--- config.mk ---
export PLATFORM = sky130hd
export DESIGN_NAME = memmap_decoder
export DESIGN_NICKNAME = d
export VERILOG_FILES = /design/src/rtl/memmap_pkg.sv /design/src/rtl/memmap_ctrl_regs.sv /design/src/rtl/memmap_region_class.sv /design/src/rtl/memmap_select_logic.sv /design/src/rtl/memmap_reject_reg.sv /design/src/rtl/memmap_decoder.sv
export SDC_FILE = /design/constraint.sdc
export NUM_CORES = 1
export LEC_CHECK = 0
export BUFFER_PORTS_ARGS = -buffer_cell sky130_fd_sc_hd__buf_2
export CORE_AREA = 2 2 39 41
export DETAILED_ROUTE_END_ITERATION = 8
export DIE_AREA = 0 0 41 43
export GPL_TIMING_DRIVEN = 1
export PLACE_DENSITY = 0.55
export REMOVE_ABC_BUFFERS = 1
export SYNTH_ARGS = -nofsm -noshare
export SYNTH_HDL_FRONTEND = slang
export SYNTH_HIERARCHICAL = 1
export SYNTH_SLANG_ARGS = --single-unit
--- constraint.sdc ---
create_clock -name clk -period 2 [get_ports clk]
set_input_delay 0.2 -clock clk [delete_from_list [all_inputs] [get_ports clk]]
set_output_delay 0.2 -clock clk [all_outputs]
set_load 0.02 [all_outputs]
--- src/rtl/memmap_pkg.sv ---
package memmap_pkg;

  localparam int unsigned ADDR_W_DEF    = 16;
  localparam int unsigned TOP_BITS_DEF  = 2;   // upper quarter of the map
  localparam int unsigned ROM_LOG2_DEF  = 11;  // 2K PROM window
  localparam int unsigned SYNC_DEF      = 2;

  // control bit positions inside the registered control word
  localparam int unsigned CTRL_DISP = 0;
  localparam int unsigned CTRL_ROM  = 1;
  localparam int unsigned CTRL_N    = 2;
  localparam logic [CTRL_N-1:0] CTRL_RST_VAL = 2'b01; // display on, PROM off

  typedef enum logic [2:0] {
    RGN_NONE,
    RGN_MAIN,
    RGN_DISP,
    RGN_ROM,
    RGN_BLOCKED
  } region_e;

endpackage

--- src/rtl/memmap_ctrl_regs.sv ---
module memmap_ctrl_regs #(
  parameter int unsigned NUM_BITS    = 2,
  parameter logic [NUM_BITS-1:0] RESET_VAL = '0,
  parameter int unsigned SYNC_STAGES = 2
) (
  input  logic                clk,
  input  logic                rst_n,
  input  logic [NUM_BITS-1:0] ctrl_in,
  output logic [NUM_BITS-1:0] ctrl_q,
  output logic                rst_core_n
);

  // reset: asserted at once, released after SYNC_STAGES edges
  generate
    if (SYNC_STAGES <= 1) begin : g_sync1
      logic sync_q;
      always_ff @(posedge clk or negedge rst_n) begin
        if (!rst_n) sync_q <= 1'b0;
        else        sync_q <= 1'b1;
      end
      assign rst_core_n = sync_q;
    end else begin : g_syncn
      logic [SYNC_STAGES-1:0] sync_q;
      always_ff @(posedge clk or negedge rst_n) begin
        if (!rst_n) sync_q <= '0;
        else        sync_q <= {sync_q[SYNC_STAGES-2:0], 1'b1};
      end
      assign rst_core_n = sync_q[SYNC_STAGES-1];
    end
  endgenerate

  // one flop per control bit, each with its own reset value and enable
  generate
    for (genvar i = 0; i < NUM_BITS; i++) begin : g_bit
      logic bit_en;
      logic bit_nxt;
      logic bit_q;

      always_comb begin
        bit_en  = (ctrl_in[i] != bit_q);
        bit_nxt = bit_en ? ctrl_in[i] : bit_q;
      end

      always_ff @(posedge clk or negedge rst_core_n) begin
        if (!rst_core_n)  bit_q <= RESET_VAL[i];
        else if (bit_en)  bit_q <= bit_nxt;
      end

      assign ctrl_q[i] = bit_q;
    end
  endgenerate

endmodule

--- src/rtl/memmap_region_class.sv ---
module memmap_region_class #(
  parameter int unsigned ADDR_W   = 16,
  parameter int unsigned TOP_BITS = 2,
  parameter int unsigned ROM_LOG2 = 11
) (
  input  logic [ADDR_W-1:0] addr,
  output logic              in_top,
  output logic              in_rom_win
);

  localparam int unsigned ROM_TAG_W = ADDR_W - ROM_LOG2;

  logic [TOP_BITS-1:0]  top_tag;
  logic [ROM_TAG_W-1:0] rom_tag;

  always_comb begin
    top_tag    = addr[ADDR_W-1 -: TOP_BITS];
    rom_tag    = addr[ADDR_W-1 -: ROM_TAG_W];
    in_top     = &top_tag;
    in_rom_win = ~|rom_tag;
  end

endmodule

--- src/rtl/memmap_select_logic.sv ---
module memmap_select_logic
  import memmap_pkg::*;
(
  input  logic rd,
  input  logic wr,
  input  logic from_dma,
  input  logic in_top,
  input  logic in_rom_win,
  input  logic disp_mapped,
  input  logic rom_mapped,
  output logic sel_main,
  output logic sel_disp,
  output logic sel_rom,
  output logic reject_nxt
);

  region_e rgn;
  logic    access;

  always_comb begin
    access = rd | wr;
    rgn    = RGN_NONE;
    if (access) begin
      if (in_top && disp_mapped) begin
        rgn = from_dma ? RGN_BLOCKED : RGN_DISP;
      end else if (in_rom_win && rom_mapped && rd) begin
        rgn = RGN_ROM;
      end else begin
        rgn = RGN_MAIN;
      end
    end
  end

  always_comb begin
    sel_main   = (rgn == RGN_MAIN);
    sel_disp   = (rgn == RGN_DISP);
    sel_rom    = (rgn == RGN_ROM);
    reject_nxt = (rgn == RGN_BLOCKED);
  end

endmodule

--- src/rtl/memmap_reject_reg.sv ---
module memmap_reject_reg (
  input  logic clk,
  input  logic rst_n,
  input  logic reject_nxt,
  output logic reject_q
);

  logic upd_en;
  logic flag_nxt;

  always_comb begin
    upd_en   = reject_nxt | reject_q;
    flag_nxt = reject_nxt;
  end

  always_ff @(posedge clk or negedge rst_n) begin
    if (!rst_n)      reject_q <= 1'b0;
    else if (upd_en) reject_q <= flag_nxt;
  end

endmodule

--- src/rtl/memmap_decoder.sv ---
module memmap_decoder
  import memmap_pkg::*;
#(
  parameter int unsigned ADDR_W      = ADDR_W_DEF,
  parameter int unsigned TOP_BITS    = TOP_BITS_DEF,
  parameter int unsigned ROM_LOG2    = ROM_LOG2_DEF,
  parameter int unsigned SYNC_STAGES = SYNC_DEF
) (
  input  logic              clk,
  input  logic              rst_n,
  input  logic [ADDR_W-1:0] mem_addr,
  input  logic              rd_stb,
  input  logic              wr_stb,
  input  logic              req_is_dma,
  input  logic              disp_map_req,
  input  logic              boot_rom_req,
  output logic              sel_main_ram,
  output logic              sel_disp_ram,
  output logic              sel_boot_rom,
  output logic              dma_reject
);

  logic [CTRL_N-1:0] ctrl_in;
  logic [CTRL_N-1:0] ctrl_q;
  logic              rst_core_n;
  logic              in_top;
  logic              in_rom_win;
  logic              reject_nxt;

  always_comb begin
    ctrl_in            = '0;
    ctrl_in[CTRL_DISP] = disp_map_req;
    ctrl_in[CTRL_ROM]  = boot_rom_req;
  end

  memmap_ctrl_regs #(
    .NUM_BITS   (CTRL_N),
    .RESET_VAL  (CTRL_RST_VAL),
    .SYNC_STAGES(SYNC_STAGES)
  ) u_ctrl (
    .clk       (clk),
    .rst_n     (rst_n),
    .ctrl_in   (ctrl_in),
    .ctrl_q    (ctrl_q),
    .rst_core_n(rst_core_n)
  );

  memmap_region_class #(
    .ADDR_W  (ADDR_W),
    .TOP_BITS(TOP_BITS),
    .ROM_LOG2(ROM_LOG2)
  ) u_class (
    .addr      (mem_addr),
    .in_top    (in_top),
    .in_rom_win(in_rom_win)
  );

  memmap_select_logic u_sel (
    .rd         (rd_stb),
    .wr         (wr_stb),
    .from_dma   (req_is_dma),
    .in_top     (in_top),
    .in_rom_win (in_rom_win),
    .disp_mapped(ctrl_q[CTRL_DISP]),
    .rom_mapped (ctrl_q[CTRL_ROM]),
    .sel_main   (sel_main_ram),
    .sel_disp   (sel_disp_ram),
    .sel_rom    (sel_boot_rom),
    .reject_nxt (reject_nxt)
  );

  memmap_reject_reg u_rej (
    .clk       (clk),
    .rst_n     (rst_core_n),
    .reject_nxt(reject_nxt),
    .reject_q  (dma_reject)
  );

endmodule

==> results of run 1 <==
-- worst max path at each step --
| stage | end | cells past startpoint | slack, ns |
|---|---|---|---|
| after global routing | sel_boot_rom | 6 | 0.35 |
| final | sel_boot_rom | 6 | 0.42 |
| after floorplan | sel_boot_rom | 4 | 0.64 |
| after detailed placement | sel_boot_rom | 6 | 0.42 |
| after global placement | sel_boot_rom | 6 | 0.43 |
| after CTS | sel_boot_rom | 6 | 0.42 |
-- registers in the layout, indices dropped and copies added, names as in the netlist --
signal and cells:
u_rej/reject_q 1, u_ctrl/g_bit.bit_q 2, u_ctrl/g_syncn.sync_q 2
-- worst reg2reg max path: stages (launching register included) --
cell     delay (ns)
dfstp_2        0.53
nand2_1        0.08
nor3b_1        0.19
-- kinds of logic after synthesis --
| group | count (synthesis) | synth area share |
|---|---|---|
| compound gates | 1 | 0.0552 |
| buf+inv | 5 | 0.116 |
| flops | 5 | 0.558 |
| other cells | 1 | 0.0166 |
| simple gates | 9 | 0.254 |
-- through the flow --
| step | hold slack (ns) | worst slack, ns |
|---|---|---|
| 6_report | 0.0413 | 0.421 |
| 5_1_grt | 0.0365 | 0.347 |
| 4_1_cts | 0.0459 | 0.420 |
| 3_5_place_dp | -0.0125 | 0.422 |
| 3_3_place_gp | -0.0133 | 0.432 |
| 2_1_floorplan | -0.0956 | 0.637 |
-- where the power goes --
group	switching [mW]	internal, mW
combinational	0.0124	0.0139
sequential	0.00249	0.107
clock	0.0406	0.0754
-- placed cells by master (no fill, tap or decap), drive strengths merged --
| cell type | instances |
|---|---|
| a211oi | 1 |
| and2 | 2 |
| and3 | 1 |
| buf | 15 |
| clkbuf | 4 |
| conb | 1 |
| dfrtp | 4 |
| dfstp | 1 |
| dlygate4sd3 | 1 |
| nand2 | 1 |
| nor2 | 2 |
| nor3 | 1 |
| nor3b | 1 |
| or4 | 1 |
-- what timing repair did --
item,4_1_cts,5_1_grt
hold endpoints to repair,2,0
endpoints found under the setup margin,0,0
hold buffers,1,0
setup buffers,0,0
gates resized for setup,0,0
-- layer usage --
metal	track usage	routed length, um
met3	0.0628	88
met4	0.0800	0
met2	0.0688	197
met5	0	0
met1	0.0658	233
-- cell type report --
type                            instances  area share
Tap cell                               16      0.0604
Clock buffer                            4      0.0792
Timing Repair Buffer                   16       0.257
Multi-Input combinational cell         11       0.223
Sequential cell                         5       0.381
==> impl_metrics.csv, run 1 <==
group,metric,value,unit
logic_synthesis,yosysSeqAreaShare,0.558,
worst_setup_path,crit_buf_inv,2,
global_routing,grt_start_max_net_pins,4,
layout,stdcell_area,332,um^2
route,route.detailed.drc,0,
die,io_pins,27,
route,vias_per_cell,3.73,
layout,fin_util,0.240,
logic_synthesis,yosysTopAreaCell,"dfrtp_1",
die,dieArea,1760,um^2
worst_setup_path,required,1.80,ns
die,core,1380,um^2
logic_synthesis,synth_edf_count,0,
worst_setup_path,path_common_cell,"buf_2",
global_routing,antenna_found_initial,0,
global_routing,track_usage,0.0667,
pwr,peakVddDrop,0.281,mV
worst_setup_path,crit_chain,"buf_2 > or4_1 > nor2_1 > and3_4 > and2_2 > buf_2",
layout,nFillCells,156,
sta,clock_skew,0.000283,ns
sta,rsz0062_at_grt,"false",
die,die_w,41,um
worst_setup_path,cpMaxStageDelayCell,"or4_1",
die,die_h,43,um
layout,fin_cells,52,
worst_setup_path,crit_path_max_incr_delay,0.51,ns
clocking,cts-buffers-inserted,3,
layout,num_antenna_cells,0,
global_routing,grt_pass1_wl,648,um
logic_synthesis,synth_common_cells,"dfrtp_1, clkbuf_1, and2_2, buf_4, nor2_1",
place,routabilityCongestion,0.566,
sta,setup_viol,0,
global_routing,globalRouteOverflowTotal,0,
logic_synthesis,synth_cell_types,13,
sta,fmax,633,MHz
sta,period_minus_slack,1.58,ns
run,cap_violations,0,
sta,finalMaxSlewViolations,0,
place,dp.cells,47,
route,drtPass1Iterations,2,
layout,ff_latch_area,126,um^2
place,placement.cell_area,295,um^2
clocking,root_buffer,"clkbuf_4",
clocking,cts.path.max_buffers,2,
pwr,cellLeakagePower,0.166,nW
logic_synthesis,synth_area,226,um^2
worst_setup_path,reg2reg_slack,1.10,ns
route,ant_nets,0,
logic_synthesis,syn_inst,21,
layout,nets,60,
worst_setup_path,cp-startpoint,"mem_addr[14]",
pwr,power_density,759,nW/um^2
logic_synthesis,ys_ff_latch,5,
global_routing,grt_pass1_vias,180,
die,fp-row-count,14,
logic_synthesis,synth_most_common_cell,"dfrtp_1",
layout,multi_input_area,73.8,um^2
clocking,clk_pin_slew,0.04,ns
outcome,status,"complete, no violations",
worst_setup_path,crit_type,"input port to output port",
place,dp_hpwl,413,um
worst_setup_path,crit_path_start_kind,"input port",
route,finalWirelength,519,um
sta,fin_tns_setup,0,ns
logic_synthesis,avgSynthCellArea,10.8,um^2
logic_synthesis,synth_area_leaders,"dfrtp_1, dfstp_2, and2_2",
logic_synthesis,async_reset_ff_frac,1.00,
worst_setup_path,crit_family,"simple AND/OR/NAND/NOR gates",
clocking,htreeDepth,1,
worst_setup_path,cp-end-kind,"output port",
clocking,cts_tree,"built",
sta,finalHoldViolations,0,
worst_setup_path,reg2reg_from,"u_ctrl/g_bit[0].bit_q$_DFFE_PN1P_",
worst_setup_path,cp_max_fo,2,
layout,area_growth,46.4,%
worst_setup_path,ff2ff_path_depth,2,
layout,drive_above_1_share,0.639,
route,routedWlPerCell,9.98,um
worst_setup_path,r2r-end,"u_rej/reject_q$_DFFE_PN0P_",
worst_setup_path,critPathArrivalTime,1.38,ns
sta,finalCritPeriodShare,0.789,
logic_synthesis,yosysWarnings,6,
pwr,finalPower,0.252,mW
route,drtIter0Drc,2,
clocking,cts_sinks,5,
logic_synthesis,ys.flop_type,"dfrtp_1",
place,io_buffers,15,
min_path,hp-class,"register to asynchronous set/reset pin",
die,start_util,0.164,
clocking,clock_latency,0.24,ns
route,num_vias,194,
logic_synthesis,yosysTopAreaCellShare,0.442,
Power figures use the tool's default switching activity.
==> run 2, diff against run 1 <==
Settings changed: PLACE_DENSITY 0.55 to 0.57.
Clock period 2 ns to 1.3 ns, I/O delays scaled along.
==> run 2 against run 1 <==
Against the previous run: die area unchanged; sequential power increased by 55%; via count increased by 3.6%; non-clock buffer count increased by 3; register-to-register slack got worse by 0.65 ns; routed wire length decreased by 3.5%; combinational power increased by 100%; clock skew about the same; the run now ends with setup timing left.
==> impl_metrics.csv, run 2 (same netlist as run 1, synthesis figures left out) <==
group,metric,value,unit
outcome,status,"finished with violations",
outcome,violations,"setup timing",
route,drtPass1Iterations,3,
clocking,htreeDepth,1,
route,drtIter0Drc,3,
clocking,clock_latency,0.24,ns
place,routabilityCongestion,0.722,
route,vias_per_cell,3.65,
route,ant_nets,0,
global_routing,grt_pass1_vias,191,
place,dp_hpwl,411,um
route,finalWirelength,501,um
run,cap_violations,0,
worst_setup_path,cp_max_fo,2,
die,io_pins,27,
sta,rsz0062_at_grt,"true",
worst_setup_path,crit_family,"simple AND/OR/NAND/NOR gates",
worst_setup_path,path_common_cell,"buf_6",
global_routing,grt_pass1_wl,793,um
pwr,cellLeakagePower,0.185,nW
die,die_h,43,um
worst_setup_path,cpMaxStageDelayCell,"or4_1",
clocking,cts.path.max_buffers,2,
sta,clock_skew,0.000335,ns
layout,final_common_cell,"buf_2",
worst_setup_path,required,1.17,ns
layout,final_cell_mix,"buf_2, dfrtp_1, clkbuf_4, dlygate4sd3_1, buf_4",
sta,worst_slack,-0.0667,ns
layout,drive_above_1_share,0.667,
worst_setup_path,crit_chain,"buf_6 > or4_1 > nor2_1 > and3_4 > and2_4 > buf_6",
layout,nets,63,
clocking,cts_tree,"built",
route,num_vias,201,
sta,period_minus_slack,1.37,ns
die,dieArea,1760,um^2
worst_setup_path,reg2reg_from,"u_ctrl/g_bit[0].bit_q$_DFFE_PN1P_",
pwr,peakVddDrop,0.460,mV
worst_setup_path,crit_path_max_incr_delay,0.50,ns
worst_setup_path,crit_path_start_kind,"input port",
global_routing,grt_use_met1,0.0915,
sta,finalHoldViolations,0,
pwr,finalPower,0.397,mW
worst_setup_path,crit_buf_inv,2,
global_routing,track_usage,0.0757,
worst_setup_path,cp-startpoint,"mem_addr[11]",
global_routing,use_met2,0.0750,
clocking,cts-buffers-inserted,3,
global_routing,grt_start_max_net_pins,4,
place,placement.cell_area,295,um^2
sta,setup_viol,3,
min_path,hp-class,"register to asynchronous set/reset pin",
layout,stdcell_area,385,um^2
worst_setup_path,critPathArrivalTime,1.24,ns
die,core,1380,um^2
global_routing,grt_use_met3,0.0733,
sta,finalCritPeriodShare,1.05,
global_routing,grt_busiest_layer,"met1",
die,die_w,41,um
layout,area_growth,70.2,%
sta,finalMaxSlewViolations,0,
layout,num_antenna_cells,0,
die,start_util,0.164,
route,route.detailed.drc,0,
global_routing,antenna_found_initial,0,
clocking,cts_sinks,5,
sta,fmax,732,MHz
die,fp-row-count,14,
clocking,root_buffer,"clkbuf_4",
worst_setup_path,crit_type,"input port to output port",
worst_setup_path,reg2reg_slack,0.45,ns
route,routedWlPerCell,9.11,um
pwr,power_density,1030,nW/um^2
place,dpl_worst_slack,-0.142,ns
global_routing,globalRouteOverflowTotal,0,
place,io_buffers,15,
clocking,clk_pin_slew,0.04,ns
layout,reg.largest.list,"u_ctrl/g_bit.bit_q x2, u_ctrl/g_syncn.sync_q x2, u_rej/reject_q x1",
worst_setup_path,cp-end-kind,"output port",
-- run 2: cell types whose count changed in the layout (fill, tap and decap cells not counted), moves of 2 or more --
cell,delta
buf_2,-4
buf_4,+3
buf_6,+2
dlygate4sd3_1,+2
-- run 2: cell type report --
type / instances / area, um^2
Tap cell: 16 / 20.0
Multi-Input combinational cell: 11 / 82.6
Sequential cell: 5 / 126
Timing Repair Buffer: 19 / 130
Clock buffer: 4 / 26.3
Fill cell: 148 / 998
-- run 2: worst paths after layout --
check,end,cells past startpoint
max,sel_boot_rom,6
min,u_rej/reject_q$_DFFE_PN0P_,0
max reg2reg,u_rej/reject_q$_DFFE_PN0P_,2
min reg2reg,u_rej/reject_q$_DFFE_PN0P_,0
max in group asynchronous,u_ctrl/g_syncn.sync_q[0]$_DFF_PN0_,2
min in group clk,u_rej/reject_q$_DFFE_PN0P_,2
-- run 2: per-layer routing --
layer | vias to the layer above | routed length, um
li1 | 98 | -
met1 | 85 | 228
met2 | 16 | 171
met3 | 2 | 92
met4 | 0 | 9
met5 | - | 0
-- run 2: stage by stage --
| stage | utilization | hold WS (ns) | cells | setup TNS (ns) |
|---|---|---|---|---|
| 2_1_floorplan | - | -0.166 | 16 | 0 |
| 3_3_place_gp | 0.213 | -0.0838 | 47 | -0.226 |
| 3_5_place_dp | 0.213 | -0.0834 | 47 | -0.210 |
| 4_1_cts | 0.278 | 0.0488 | 55 | -0.185 |
| 5_1_grt | 0.278 | 0.0606 | 55 | -0.243 |
| 6_report | 0.278 | 0.0465 | 55 | -0.107 |
-- run 2: timing repair --
action                                  in CTS  in global routing
gates resized for setup                      8                  0
pin swaps                                    4                  2
cloned                                       0                  0
endpoints found under the hold margin        4                  0
setup buffers                                1                  0
endpoints found under the setup margin       3                  3
hold buffers                                 3                  0
-- run 2: worst reg2reg max path, cell delays in order, from the launching register on --
cell     delay [ns]
dfstp_2        0.53
nand2_2        0.06
nor3b_1        0.18
-- run 2: power breakdown --
part	switching, mW	internal (mW)
Clock	0.0602	0.116
Sequential	0.00399	0.165
Combinational	0.0216	0.0313
